$ cat src/rtl/spd_pkg.sv
package spd_pkg;
  localparam int CMD_DEV_LSB  = 28;
  localparam int CMD_FAST_BIT = 27;
  localparam int CMD_SLOT_LSB = 24;
  localparam int CMD_ADDR_LSB = 16;
  localparam int CMD_OP_BIT   = 0;

  localparam int STS_RDV_BIT  = 15;
  localparam int STS_ERR_BIT  = 13;
  localparam int STS_BUSY_BIT = 12;

  typedef enum logic [2:0] {
    ST_IDLE, ST_START, ST_TX, ST_RX, ST_STOP
  } seq_st_e;

  typedef struct packed {
    logic [3:0] dev;
    logic       fast;
    logic [2:0] slot;
    logic [7:0] addr;
  } spd_req_t;
endpackage

$ cat src/rtl/spd_qtick.sv
module spd_qtick #(
  parameter int SLOW = 8,
  parameter int FAST = 2
) (
  input  logic clk_i,
  input  logic rst_ni,
  input  logic run_i,
  input  logic fast_i,
  output logic tick_o
);
  localparam int MAXD = (SLOW > FAST) ? SLOW : FAST;
  localparam int CW   = $clog2(MAXD + 1);

  logic [CW-1:0] cnt_q;
  logic [CW-1:0] lim;

  assign lim    = fast_i ? CW'(FAST - 1) : CW'(SLOW - 1);
  assign tick_o = run_i && (cnt_q == lim);

  always_ff @(posedge clk_i or negedge rst_ni) begin
    if (!rst_ni)      cnt_q <= '0;
    else if (!run_i)  cnt_q <= '0;
    else if (tick_o)  cnt_q <= '0;
    else              cnt_q <= cnt_q + 1'b1;
  end

  // divider never runs past its selected period
  a_r9_cnt_in_range: assert property (@(posedge clk_i) disable iff (!rst_ni)
    run_i |-> (cnt_q <= lim));
endmodule

$ cat src/rtl/spd_bus_seq.sv
module spd_bus_seq
  import spd_pkg::*;
(
  input  logic       clk_i,
  input  logic       rst_ni,
  input  logic       start_i,
  input  spd_req_t   req_i,
  input  logic       tick_i,
  input  logic       sda_i,
  output logic       busy_o,
  output logic       done_o,
  output logic       ok_o,
  output logic [7:0] data_o,
  output logic       scl_oe_o,
  output logic       sda_oe_o
);
  seq_st_e     st_q;
  logic [1:0]  qtr_q;
  logic [3:0]  bit_q;
  logic [1:0]  byte_q;
  logic [7:0]  sh_q;
  logic        nack_q;
  logic        ok_q;
  logic [7:0]  tx_byte;
  logic [2:0]  bsel;
  logic        tx_bit;
  logic        ack_slot;

  always_comb begin
    case (byte_q)
      2'd0:    tx_byte = {req_i.dev, req_i.slot, 1'b0};
      2'd1:    tx_byte = req_i.addr;
      default: tx_byte = {req_i.dev, req_i.slot, 1'b1};
    endcase
  end

  assign bsel     = 3'd7 - bit_q[2:0];
  assign tx_bit   = tx_byte[bsel];
  assign ack_slot = (bit_q == 4'd8);

  // line decode per quarter: clock low in quarters 0 and 3 of a bit
  always_comb begin
    scl_oe_o = 1'b0;
    sda_oe_o = 1'b0;
    case (st_q)
      ST_START: begin
        scl_oe_o = ((qtr_q == 2'd0) && (byte_q != 2'd0)) || (qtr_q == 2'd3);
        sda_oe_o = qtr_q[1];
      end
      ST_TX: begin
        scl_oe_o = (qtr_q == 2'd0) || (qtr_q == 2'd3);
        sda_oe_o = !ack_slot && !tx_bit;
      end
      ST_RX: begin
        scl_oe_o = (qtr_q == 2'd0) || (qtr_q == 2'd3);
      end
      ST_STOP: begin
        scl_oe_o = (qtr_q == 2'd0);
        sda_oe_o = !qtr_q[1];
      end
      default: ;
    endcase
  end

  always_ff @(posedge clk_i or negedge rst_ni) begin
    if (!rst_ni) begin
      st_q   <= ST_IDLE;
      qtr_q  <= '0;
      bit_q  <= '0;
      byte_q <= '0;
      sh_q   <= '0;
      nack_q <= 1'b0;
      ok_q   <= 1'b0;
    end else if (st_q == ST_IDLE) begin
      if (start_i) begin
        st_q   <= ST_START;
        qtr_q  <= '0;
        bit_q  <= '0;
        byte_q <= '0;
        nack_q <= 1'b0;
        ok_q   <= 1'b0;
      end
    end else if (tick_i) begin
      qtr_q <= qtr_q + 1'b1;
      case (st_q)
        ST_START: if (qtr_q == 2'd3) begin
          st_q  <= ST_TX;
          bit_q <= '0;
        end
        ST_TX: begin
          if (qtr_q == 2'd2 && ack_slot) nack_q <= sda_i;
          if (qtr_q == 2'd3) begin
            if (!ack_slot) bit_q <= bit_q + 1'b1;
            else begin
              bit_q <= '0;
              if (nack_q) begin
                st_q <= ST_STOP;
                ok_q <= 1'b0;
              end else begin
                byte_q <= byte_q + 1'b1;
                if (byte_q == 2'd1)      st_q <= ST_START;
                else if (byte_q == 2'd2) st_q <= ST_RX;
              end
            end
          end
        end
        ST_RX: begin
          if (qtr_q == 2'd2 && !ack_slot) sh_q <= {sh_q[6:0], sda_i};
          if (qtr_q == 2'd3) begin
            if (!ack_slot) bit_q <= bit_q + 1'b1;
            else begin
              st_q <= ST_STOP;
              ok_q <= 1'b1;
            end
          end
        end
        ST_STOP: if (qtr_q == 2'd3) st_q <= ST_IDLE;
        default: st_q <= ST_IDLE;
      endcase
    end
  end

  assign busy_o = (st_q != ST_IDLE);
  assign done_o = (st_q == ST_STOP) && (qtr_q == 2'd3) && tick_i;
  assign ok_o   = ok_q;
  assign data_o = sh_q;

  // data line holds steady while the clock stays released inside a bit
  a_r4_sda_steady_scl_high: assert property (@(posedge clk_i) disable iff (!rst_ni)
    ((st_q == ST_TX || st_q == ST_RX) && $past(st_q) == st_q &&
     !scl_oe_o && !$past(scl_oe_o)) |-> $stable(sda_oe_o));

  // a transaction always begins in the start phase
  a_r4_start_first: assert property (@(posedge clk_i) disable iff (!rst_ni)
    $rose(busy_o) |-> (st_q == ST_START));
endmodule

$ cat src/rtl/spd_rd_engine.sv
module spd_rd_engine
  import spd_pkg::*;
#(
  parameter int QTR_SLOW = 8,
  parameter int QTR_FAST = 2
) (
  input  logic        clk_i,
  input  logic        rst_ni,
  input  logic        cmd_we_i,
  input  logic [31:0] cmd_i,
  output logic [15:0] status_o,
  input  logic        sda_i,
  output logic        scl_oe_o,
  output logic        sda_oe_o
);
  spd_req_t   req_q;
  logic       rdv_q, err_q;
  logic [7:0] data_q;
  logic       busy, done, ok, tick, accept;
  logic [7:0] rx_data;
  logic       unused_cmd;

  assign unused_cmd = ^cmd_i[15:1];
  assign accept     = cmd_we_i && !busy && !cmd_i[CMD_OP_BIT];

  always_ff @(posedge clk_i or negedge rst_ni) begin
    if (!rst_ni) begin
      req_q  <= '0;
      rdv_q  <= 1'b0;
      err_q  <= 1'b0;
      data_q <= '0;
    end else if (accept) begin
      req_q.dev  <= cmd_i[CMD_DEV_LSB +: 4];
      req_q.fast <= cmd_i[CMD_FAST_BIT];
      req_q.slot <= cmd_i[CMD_SLOT_LSB +: 3];
      req_q.addr <= cmd_i[CMD_ADDR_LSB +: 8];
      rdv_q      <= 1'b0;
      err_q      <= 1'b0;
      data_q     <= '0;
    end else if (done) begin
      rdv_q  <= ok;
      err_q  <= !ok;
      data_q <= ok ? rx_data : 8'h00;
    end
  end

  spd_qtick #(.SLOW(QTR_SLOW), .FAST(QTR_FAST)) u_qtick (
    .clk_i  (clk_i),
    .rst_ni (rst_ni),
    .run_i  (busy),
    .fast_i (req_q.fast),
    .tick_o (tick)
  );

  spd_bus_seq u_seq (
    .clk_i    (clk_i),
    .rst_ni   (rst_ni),
    .start_i  (accept),
    .req_i    (req_q),
    .tick_i   (tick),
    .sda_i    (sda_i),
    .busy_o   (busy),
    .done_o   (done),
    .ok_o     (ok),
    .data_o   (rx_data),
    .scl_oe_o (scl_oe_o),
    .sda_oe_o (sda_oe_o)
  );

  always_comb begin
    status_o               = '0;
    status_o[STS_RDV_BIT]  = rdv_q;
    status_o[STS_ERR_BIT]  = err_q;
    status_o[STS_BUSY_BIT] = busy;
    status_o[7:0]          = data_q;
  end

  a_r2_busy_after_accept: assert property (@(posedge clk_i) disable iff (!rst_ni)
    accept |=> status_o[STS_BUSY_BIT]);

  a_r7_req_held_while_busy: assert property (@(posedge clk_i) disable iff (!rst_ni)
    (busy && cmd_we_i) |=> $stable(req_q));

  a_r8_write_op_ignored: assert property (@(posedge clk_i) disable iff (!rst_ni)
    (cmd_we_i && !busy && cmd_i[CMD_OP_BIT]) |=> !status_o[STS_BUSY_BIT]);

  a_r10_flags_exclusive: assert property (@(posedge clk_i) disable iff (!rst_ni)
    !(status_o[STS_RDV_BIT] && status_o[STS_ERR_BIT]));

  a_r10_one_flag_at_end: assert property (@(posedge clk_i) disable iff (!rst_ni)
    $fell(status_o[STS_BUSY_BIT]) |-> (status_o[STS_RDV_BIT] ^ status_o[STS_ERR_BIT]));

  a_r5_err_data_zero: assert property (@(posedge clk_i) disable iff (!rst_ni)
    status_o[STS_ERR_BIT] |-> (status_o[7:0] == 8'h00));
endmodule

$ cat config.mk
export PLATFORM = sky130hd
export DESIGN_NAME = spd_rd_engine
export DESIGN_NICKNAME = d
export VERILOG_FILES = /design/src/rtl/spd_pkg.sv /design/src/rtl/spd_qtick.sv /design/src/rtl/spd_bus_seq.sv /design/src/rtl/spd_rd_engine.sv
export SDC_FILE = /design/constraint.sdc
export NUM_CORES = 1
export LEC_CHECK = 0
export BUFFER_PORTS_ARGS = -buffer_cell sky130_fd_sc_hd__buf_2
export CAP_MARGIN = 40
export CORE_ASPECT_RATIO = 1.4
export CORE_MARGIN = 3
export CORE_UTILIZATION = 55
export DETAILED_ROUTE_END_ITERATION = 6
export HOLD_SLACK_MARGIN = 0.1
export PLACE_DENSITY = 0.78
export SYNTH_ARGS = -nofsm -noshare
export SYNTH_HDL_FRONTEND = slang
export SYNTH_SLANG_ARGS = --single-unit
$ cat constraint.sdc
create_clock -name clk_i -period 2.4 [get_ports clk_i]
set_input_delay 0.24 -clock clk_i [delete_from_list [all_inputs] [get_ports clk_i]]
set_output_delay 0.24 -clock clk_i [all_outputs]
set_load 0.005 [all_outputs]
==> impl_metrics.json, run 1 <==
{
  "tightest_slew_ps": 545,
  "comb_power_share_pct": 38.6,
  "fill_cells": 425,
  "reg2regPathDepth": 7,
  "grt_max_degree": 31,
  "tritoncts.num_buffers": 5,
  "drt_drc_violations_left": 0,
  "synth-seq-cells": 51,
  "global_route_wire_length_before_repair_um": 10300,
  "num_rows": 30,
  "status": "finished clean",
  "yosys_warnings": 0,
  "synthesis.instances": 291,
  "sequentialPowerShare_pct": 44.1,
  "post_synthesis_cell_type_with_the_largest_combined_area": "sky130_fd_sc_hd__dfrtp_1",
  "htree_levels": 2,
  "ant_nets": 0,
  "min-delay-start": "cmd_i[25]",
  "setup-tns-final_ps": 0,
  "required_ps": 2160,
  "synth_top_cell_area_share_pct": 45.1,
  "drt_pass1_iterations": 4,
  "critPathArrivalTime_ps": 2110,
  "wirelength_um": 5970,
  "die-height_um": 90.9,
  "post_dp_cell_area_um2": 3020,
  "post_synth_most_frequent_cells": "sky130_fd_sc_hd__nand2_1 (60), sky130_fd_sc_hd__dfrtp_1 (51), sky130_fd_sc_hd__nand2b_1 (13), sky130_fd_sc_hd__nand3_1 (13), sky130_fd_sc_hd__o21ai_0 (12)",
  "postSynth.asyncResetShare_pct": 100,
  "synth_most_common_cell": "sky130_fd_sc_hd__nand2_1",
  "maxClockFrequency_mhz": 425,
  "utilization_pct": 66.2,
  "grt_antenna_before_repair": 0,
  "i_o_pin_cnt": 54,
  "final_min_period_over_clock_period_pct": 98.0,
  "clk_path_buf_depth": 2,
  "finish.net_count": 378,
  "hold_violations": 0,
  "synth_top_flop_cell": "sky130_fd_sc_hd__dfrtp_1",
  "synthDistinctLibCells": 56,
  "design.die.area_um2": 6060,
  "worst-r2r-setup-slack_ps": 300,
  "totalPowerFinal_uw": 3020,
  "wl_per_cell_um": 15.0,
  "max_cap_viol_count": 0,
  "finalSetupViolCount": 0,
  "tritoncts_num_sinks": 51,
  "drv_slew": 0,
  "die_w_um": 66.6,
  "cts_tree": "done",
  "viasPerCell": 5.75,
  "ys_top_cells_by_area": "sky130_fd_sc_hd__dfrtp_1 (45%), sky130_fd_sc_hd__nand2_1 (8.0%), sky130_fd_sc_hd__ha_1 (4.4%), sky130_fd_sc_hd__mux2_2 (4.0%), sky130_fd_sc_hd__a22o_1 (3.1%)",
  "initial_core_util_pct": 57.6,
  "number_of_global_route_vias_before_repair": 2264,
  "path_clk_slew_ps": 90,
  "worst_max_slew_margin_expressed_relative_to_the_limit_pct": 63.7,
  "beginning_of_the_worst_register_to_register_path": "u_seq.bit_q[1]",
  "start_kind": "register",
  "timing.setup.critical_path_class": "reg -> out",
  "gp_congestion": 0.901,
  "dr.first_iter.drc_count": 67,
  "min_to": "req_q[9]",
  "min_period_ps": 2350,
  "power.switching_uw": 1240,
  "place.port_buffers": 33,
  "max-vdd-ir-drop_mv": 0.675,
  "p_int_uw": 1780,
  "detailedPlacementHpwl_um": 4190,
  "root_buffer": "sky130_fd_sc_hd__clkbuf_8",
  "power_density_nw_per_um2": 929,
  "n_antenna_cell": 0,
  "via_count": 2284,
  "skew_ps": 7.26,
  "insertion_delay_ps": 310,
  "critical_path.endpoint_type": "output port",
  "layout-area-overhead-vs-synth_pct": 14.9,
  "hold_path_depth": 3,
  "sequential_element_share_of_the_synthesized_area_pct": 45.1,
  "core_area_um2": 4920,
  "syn_area_per_cell_um2": 9.73,
  "grt_remaining_overflow": 0,
  "leakage_uw": 0.00160,
  "synth_edf_count": 0,
  "post_synth_instance_area_um2": 2830,
  "globalRouteTotalUtil_pct": 21.7,
  "p_sw_share_pct": 41.0,
  "timing.critical_path.fanout_max": 8,
  "min_path_type": "in -> reg",
  "pwr-share-clk_pct": 17.3,
  "layout_cells_sized_above_1_pct": 27.0,
  "final_area_um2": 3250,
  "r2r_end": "u_seq.bit_q[3]"
}
-- layout make-up --
cell class              count  area, um2  area share (%)
multi-input cells         213       1430            44.0
clock buffers               5       68.8            2.12
clock inverters             3       26.3           0.808
well taps                  64       80.1            2.46
repair buffers             50        324            9.96
inverters                  11       43.8            1.35
flip-flops and latches     51       1280            39.3
-- worst max-delay path, stage by stage (launching register included) --
cell	delay, ps
sky130_fd_sc_hd__dfrtp_1	390
sky130_fd_sc_hd__inv_2	100
sky130_fd_sc_hd__ha_4	190
sky130_fd_sc_hd__buf_6	130
sky130_fd_sc_hd__buf_4	140
sky130_fd_sc_hd__nand3_1	70
sky130_fd_sc_hd__a311oi_1	90
sky130_fd_sc_hd__o311a_1	290
sky130_fd_sc_hd__o31ai_1	240
sky130_fd_sc_hd__buf_2	160
-- timing repair --
item                                    in CTS  in global routing
setup buffers                                5                  1
gates cloned                                 0                  0
hold endpoints to repair                    51                  0
endpoints found under the setup margin       1                  1
gates resized for setup                      7                 10
hold buffers                                 1                  0
pin swaps                                    2                  4
-- power groups by stage --
| stage | logic, uW | clock network (uW) | registers (uW) |
|---|---|---|---|
| 2_1_floorplan | 970 | 0 | 1230 |
| 3_3_place_gp | 1090 | 0 | 1330 |
| 3_5_place_dp | 1130 | 0 | 1350 |
| 4_1_cts | 1140 | 541 | 1330 |
| 5_1_grt | 1310 | 577 | 1380 |
| 6_report | 1170 | 523 | 1330 |
-- worst max path at each step --
stage                         start        endpoint  cells past startpoint
floorplan            u_seq.bit_q[0]  u_seq.bit_q[3]                      8
global placement    u_seq.byte_q[1]        sda_oe_o                      8
detailed placement  u_seq.byte_q[1]        sda_oe_o                      8
CTS                 u_seq.byte_q[0]        sda_oe_o                      8
global route        u_seq.byte_q[1]        sda_oe_o                      9
finish              u_seq.byte_q[1]        sda_oe_o                      9
-- per-stage QoR --
stage               setup slack [ps]  hold slack (ps)  std cells
global route                   -9.41              104        397
CTS                             2.89              103        396
finish                          48.3              113        397
detailed placement              94.5              245        382
global placement                 137              239        382
floorplan                        254            -55.6        295
-- routing by layer --
metal	GRT usage [%]	part of all wire, %	vias to the layer above	wire length, um
met5	0	0	-	0
li1	-	-	1101	-
met3	3.49	2.9	15	175
met4	9.32	2.5	0	150
met2	38.6	55	47	3250
met1	24.7	40	1121	2390
-- registers in the layout (all words and copies together) (netlist names) --
signal,cells
data_q,8
err_q,1
rdv_q,1
req_q,16
u_qtick.cnt_q,4
u_seq.bit_q,4
u_seq.byte_q,2
u_seq.data_o,8
u_seq.nack_q,1
u_seq.ok_o,1
u_seq.qtr_q,2
u_seq.st_q,3
-- logic make-up (layout without fill, tap and decap cells) --
kind of cell | after synthesis | after routing | synth area share [%]
xor+xnor | 3 | 3 | 0.928
compound gates | 61 | 61 | 16.2
other cells | 1 | 5 | 0.132
simple gates | 123 | 123 | 22.3
fa+ha+maj | 10 | 10 | 4.42
mux | 11 | 11 | 4.33
flops | 51 | 51 | 45.1
buf+inv | 31 | 69 | 6.58
-- cell usage in the layout (no fill, tap or decap), types with 3 or more instances in the layout --
master / n
sky130_fd_sc_hd__a21oi_1: 10
sky130_fd_sc_hd__a22o_1: 10
sky130_fd_sc_hd__a311oi_1: 5
sky130_fd_sc_hd__a31oi_1: 3
sky130_fd_sc_hd__buf_2: 33
sky130_fd_sc_hd__buf_4: 13
sky130_fd_sc_hd__clkbuf_8: 5
sky130_fd_sc_hd__conb_1: 5
sky130_fd_sc_hd__dfrtp_1: 50
sky130_fd_sc_hd__ha_1: 7
sky130_fd_sc_hd__ha_4: 3
sky130_fd_sc_hd__inv_1: 7
sky130_fd_sc_hd__inv_2: 3
sky130_fd_sc_hd__mux2_2: 10
sky130_fd_sc_hd__nand2_1: 60
sky130_fd_sc_hd__nand2b_1: 13
sky130_fd_sc_hd__nand3_1: 13
sky130_fd_sc_hd__nor2_1: 8
sky130_fd_sc_hd__nor3_1: 6
sky130_fd_sc_hd__o21ai_0: 12
sky130_fd_sc_hd__o31ai_1: 4
No activity file was read; power rests on OpenSTA's default activity.
==> run 2: changes to the inputs <==
--- a/constraint.sdc
+++ b/constraint.sdc
@@ -3,2 +3,2 @@
 set_output_delay 0.24 -clock clk_i [all_outputs]
-set_load 0.005 [all_outputs]
+set_load 0.02 [all_outputs]
==> impl_metrics.json, run 2 (synthesized netlist as in run 1, its figures left out) <==
{
  "status": "complete, but fails checks",
  "failing_checks": "negative setup slack",
  "largest-register": "req_q",
  "max_cap_viol_count": 0,
  "via_count": 2301,
  "global_route.usage.met3_pct": 2.62,
  "detailedPlacementHpwl_um": 4180,
  "die-height_um": 90.9,
  "globalRouteTotalUtil_pct": 20.2,
  "grt_max_degree": 20,
  "grt_remaining_overflow": 0,
  "min_to": "req_q[11]",
  "beginning_of_the_worst_register_to_register_path": "u_qtick.cnt_q[2]",
  "place.port_buffers": 33,
  "htree_levels": 2,
  "number_of_global_route_vias_before_repair": 2181,
  "required_ps": 2160,
  "ant_nets": 0,
  "final_critical_path_setup_slack_ps": -13.6,
  "wirelength_um": 5950,
  "start_kind": "register",
  "grt_setup_unrepaired": "true",
  "clk_path_buf_depth": 2,
  "layout_commonest_cell": "sky130_fd_sc_hd__nand2_1",
  "reg2regPathDepth": 6,
  "timing.setup.critical_path_class": "reg -> out",
  "min_period_ps": 2410,
  "grt_antenna_before_repair": 0,
  "i_o_pin_cnt": 54,
  "final_min_period_over_clock_period_pct": 101,
  "worst-r2r-setup-slack_ps": 220,
  "met2_demand_to_capacity_share_in_global_routing_pct": 34.5,
  "path_clk_slew_ps": 100,
  "core_area_um2": 4920,
  "wl_per_cell_um": 15.0,
  "leakage_uw": 0.00158,
  "hold_violations": 0,
  "setup-tns-final_ps": -13.6,
  "max-vdd-ir-drop_mv": 0.600,
  "dr.first_iter.drc_count": 82,
  "min-delay-start": "cmd_i[27]",
  "r2r_end": "u_seq.st_q[1]",
  "cts_tree": "done",
  "root_buffer": "sky130_fd_sc_hd__clkbuf_8",
  "place_ws_ps": 133,
  "area_used_by_multi_input_combinational_logic_um2": 1430,
  "maxClockFrequency_mhz": 414,
  "utilization_pct": 65.5,
  "design.die.area_um2": 6060,
  "layout-area-overhead-vs-synth_pct": 13.8,
  "layout_cells_sized_above_1_pct": 26.5,
  "drt_drc_violations_left": 0,
  "critPathArrivalTime_ps": 2170,
  "layout_common_cells": "sky130_fd_sc_hd__nand2_1 (60), sky130_fd_sc_hd__dfrtp_1 (50), sky130_fd_sc_hd__buf_2 (33)",
  "viasPerCell": 5.81,
  "worst_max_slew_margin_expressed_relative_to_the_limit_pct": 56.7,
  "drv_slew": 0,
  "tritoncts.num_buffers": 5,
  "grt-busiest-layer": "met2",
  "die_w_um": 66.6,
  "skew_ps": 8.80,
  "regArea_um2": 1280,
  "drt_pass1_iterations": 4,
  "timing.critical_path.fanout_max": 8,
  "grtUsageMet1_pct": 22.8,
  "global_route_wire_length_before_repair_um": 9550,
  "initial_core_util_pct": 57.6,
  "finish.net_count": 377,
  "power_density_nw_per_um2": 954,
  "largest_register_ff_count": 16,
  "min_path_type": "in -> reg",
  "hold_path_depth": 3,
  "n_antenna_cell": 0,
  "tightest_slew_ps": 633,
  "num_rows": 30,
  "critical_path.endpoint_type": "output port",
  "tritoncts_num_sinks": 51,
  "hold-worst-slack_ps": 107,
  "gp_congestion": 0.868,
  "fill_cells": 422,
  "insertion_delay_ps": 320,
  "totalPowerFinal_uw": 3070,
  "finalSetupViolCount": 1
}
-- run 2: layer usage --
metal / routed length (um) / vias up
li1: - / 1093
met1: 2290 / 1122
met2: 3170 / 60
met3: 223 / 26
met4: 267 / 0
met5: 0 / -
-- run 2: what timing repair did --
action                                  4_1_cts  5_1_grt
resized for setup                             6       12
endpoints found under the setup margin        1        1
setup buffers                                 0        6
endpoints found under the hold margin        15        0
pin swaps                                     0        6
hold buffers                                  1        0
gates cloned                                  0        0
-- run 2: layout make-up --
type                       count  share of cell area, %
multi-input combinational    213                   44.3
sequential                    51                   39.7
timing repair buffer          49                   9.17
tap                           64                   2.49
clock buffer                   5                   2.14
inverter                      11                   1.36
clock inverter                 3                  0.893
-- run 2: worst max-delay path by stage --
stage / from / endpoint / slack (ps) / depth (start not counted)
2_1_floorplan: u_seq.byte_q[0] / sda_oe_o / 210 / 6
3_3_place_gp: u_seq.byte_q[1] / sda_oe_o / 110 / 8
3_5_place_dp: u_seq.byte_q[1] / sda_oe_o / 130 / 8
4_1_cts: u_seq.byte_q[1] / sda_oe_o / 3 / 8
5_1_grt: u_seq.byte_q[1] / sda_oe_o / -110 / 9
6_report: u_seq.byte_q[1] / sda_oe_o / -10 / 8
-- run 2: critical path: stages, from the launching register on --
cell,delay [ps]
sky130_fd_sc_hd__dfrtp_1,420
sky130_fd_sc_hd__inv_2,120
sky130_fd_sc_hd__ha_4,210
sky130_fd_sc_hd__buf_6,150
sky130_fd_sc_hd__nand2b_1,100
sky130_fd_sc_hd__a311oi_1,80
sky130_fd_sc_hd__o311a_1,330
sky130_fd_sc_hd__o31ai_1,250
sky130_fd_sc_hd__buf_2,210
-- run 2: where the power goes --
part           total (uW)  internal (uW)  switching [uW]
clock network         536            217             320
logic                1200            491             710
registers            1340           1070             263
-- run 2: stage by stage --
stage	instance area, um2	std cells
floorplan	2850	295
global placement	3010	381
detailed placement	3010	381
CTS	3150	390
global route	3220	396
finish	3220	396
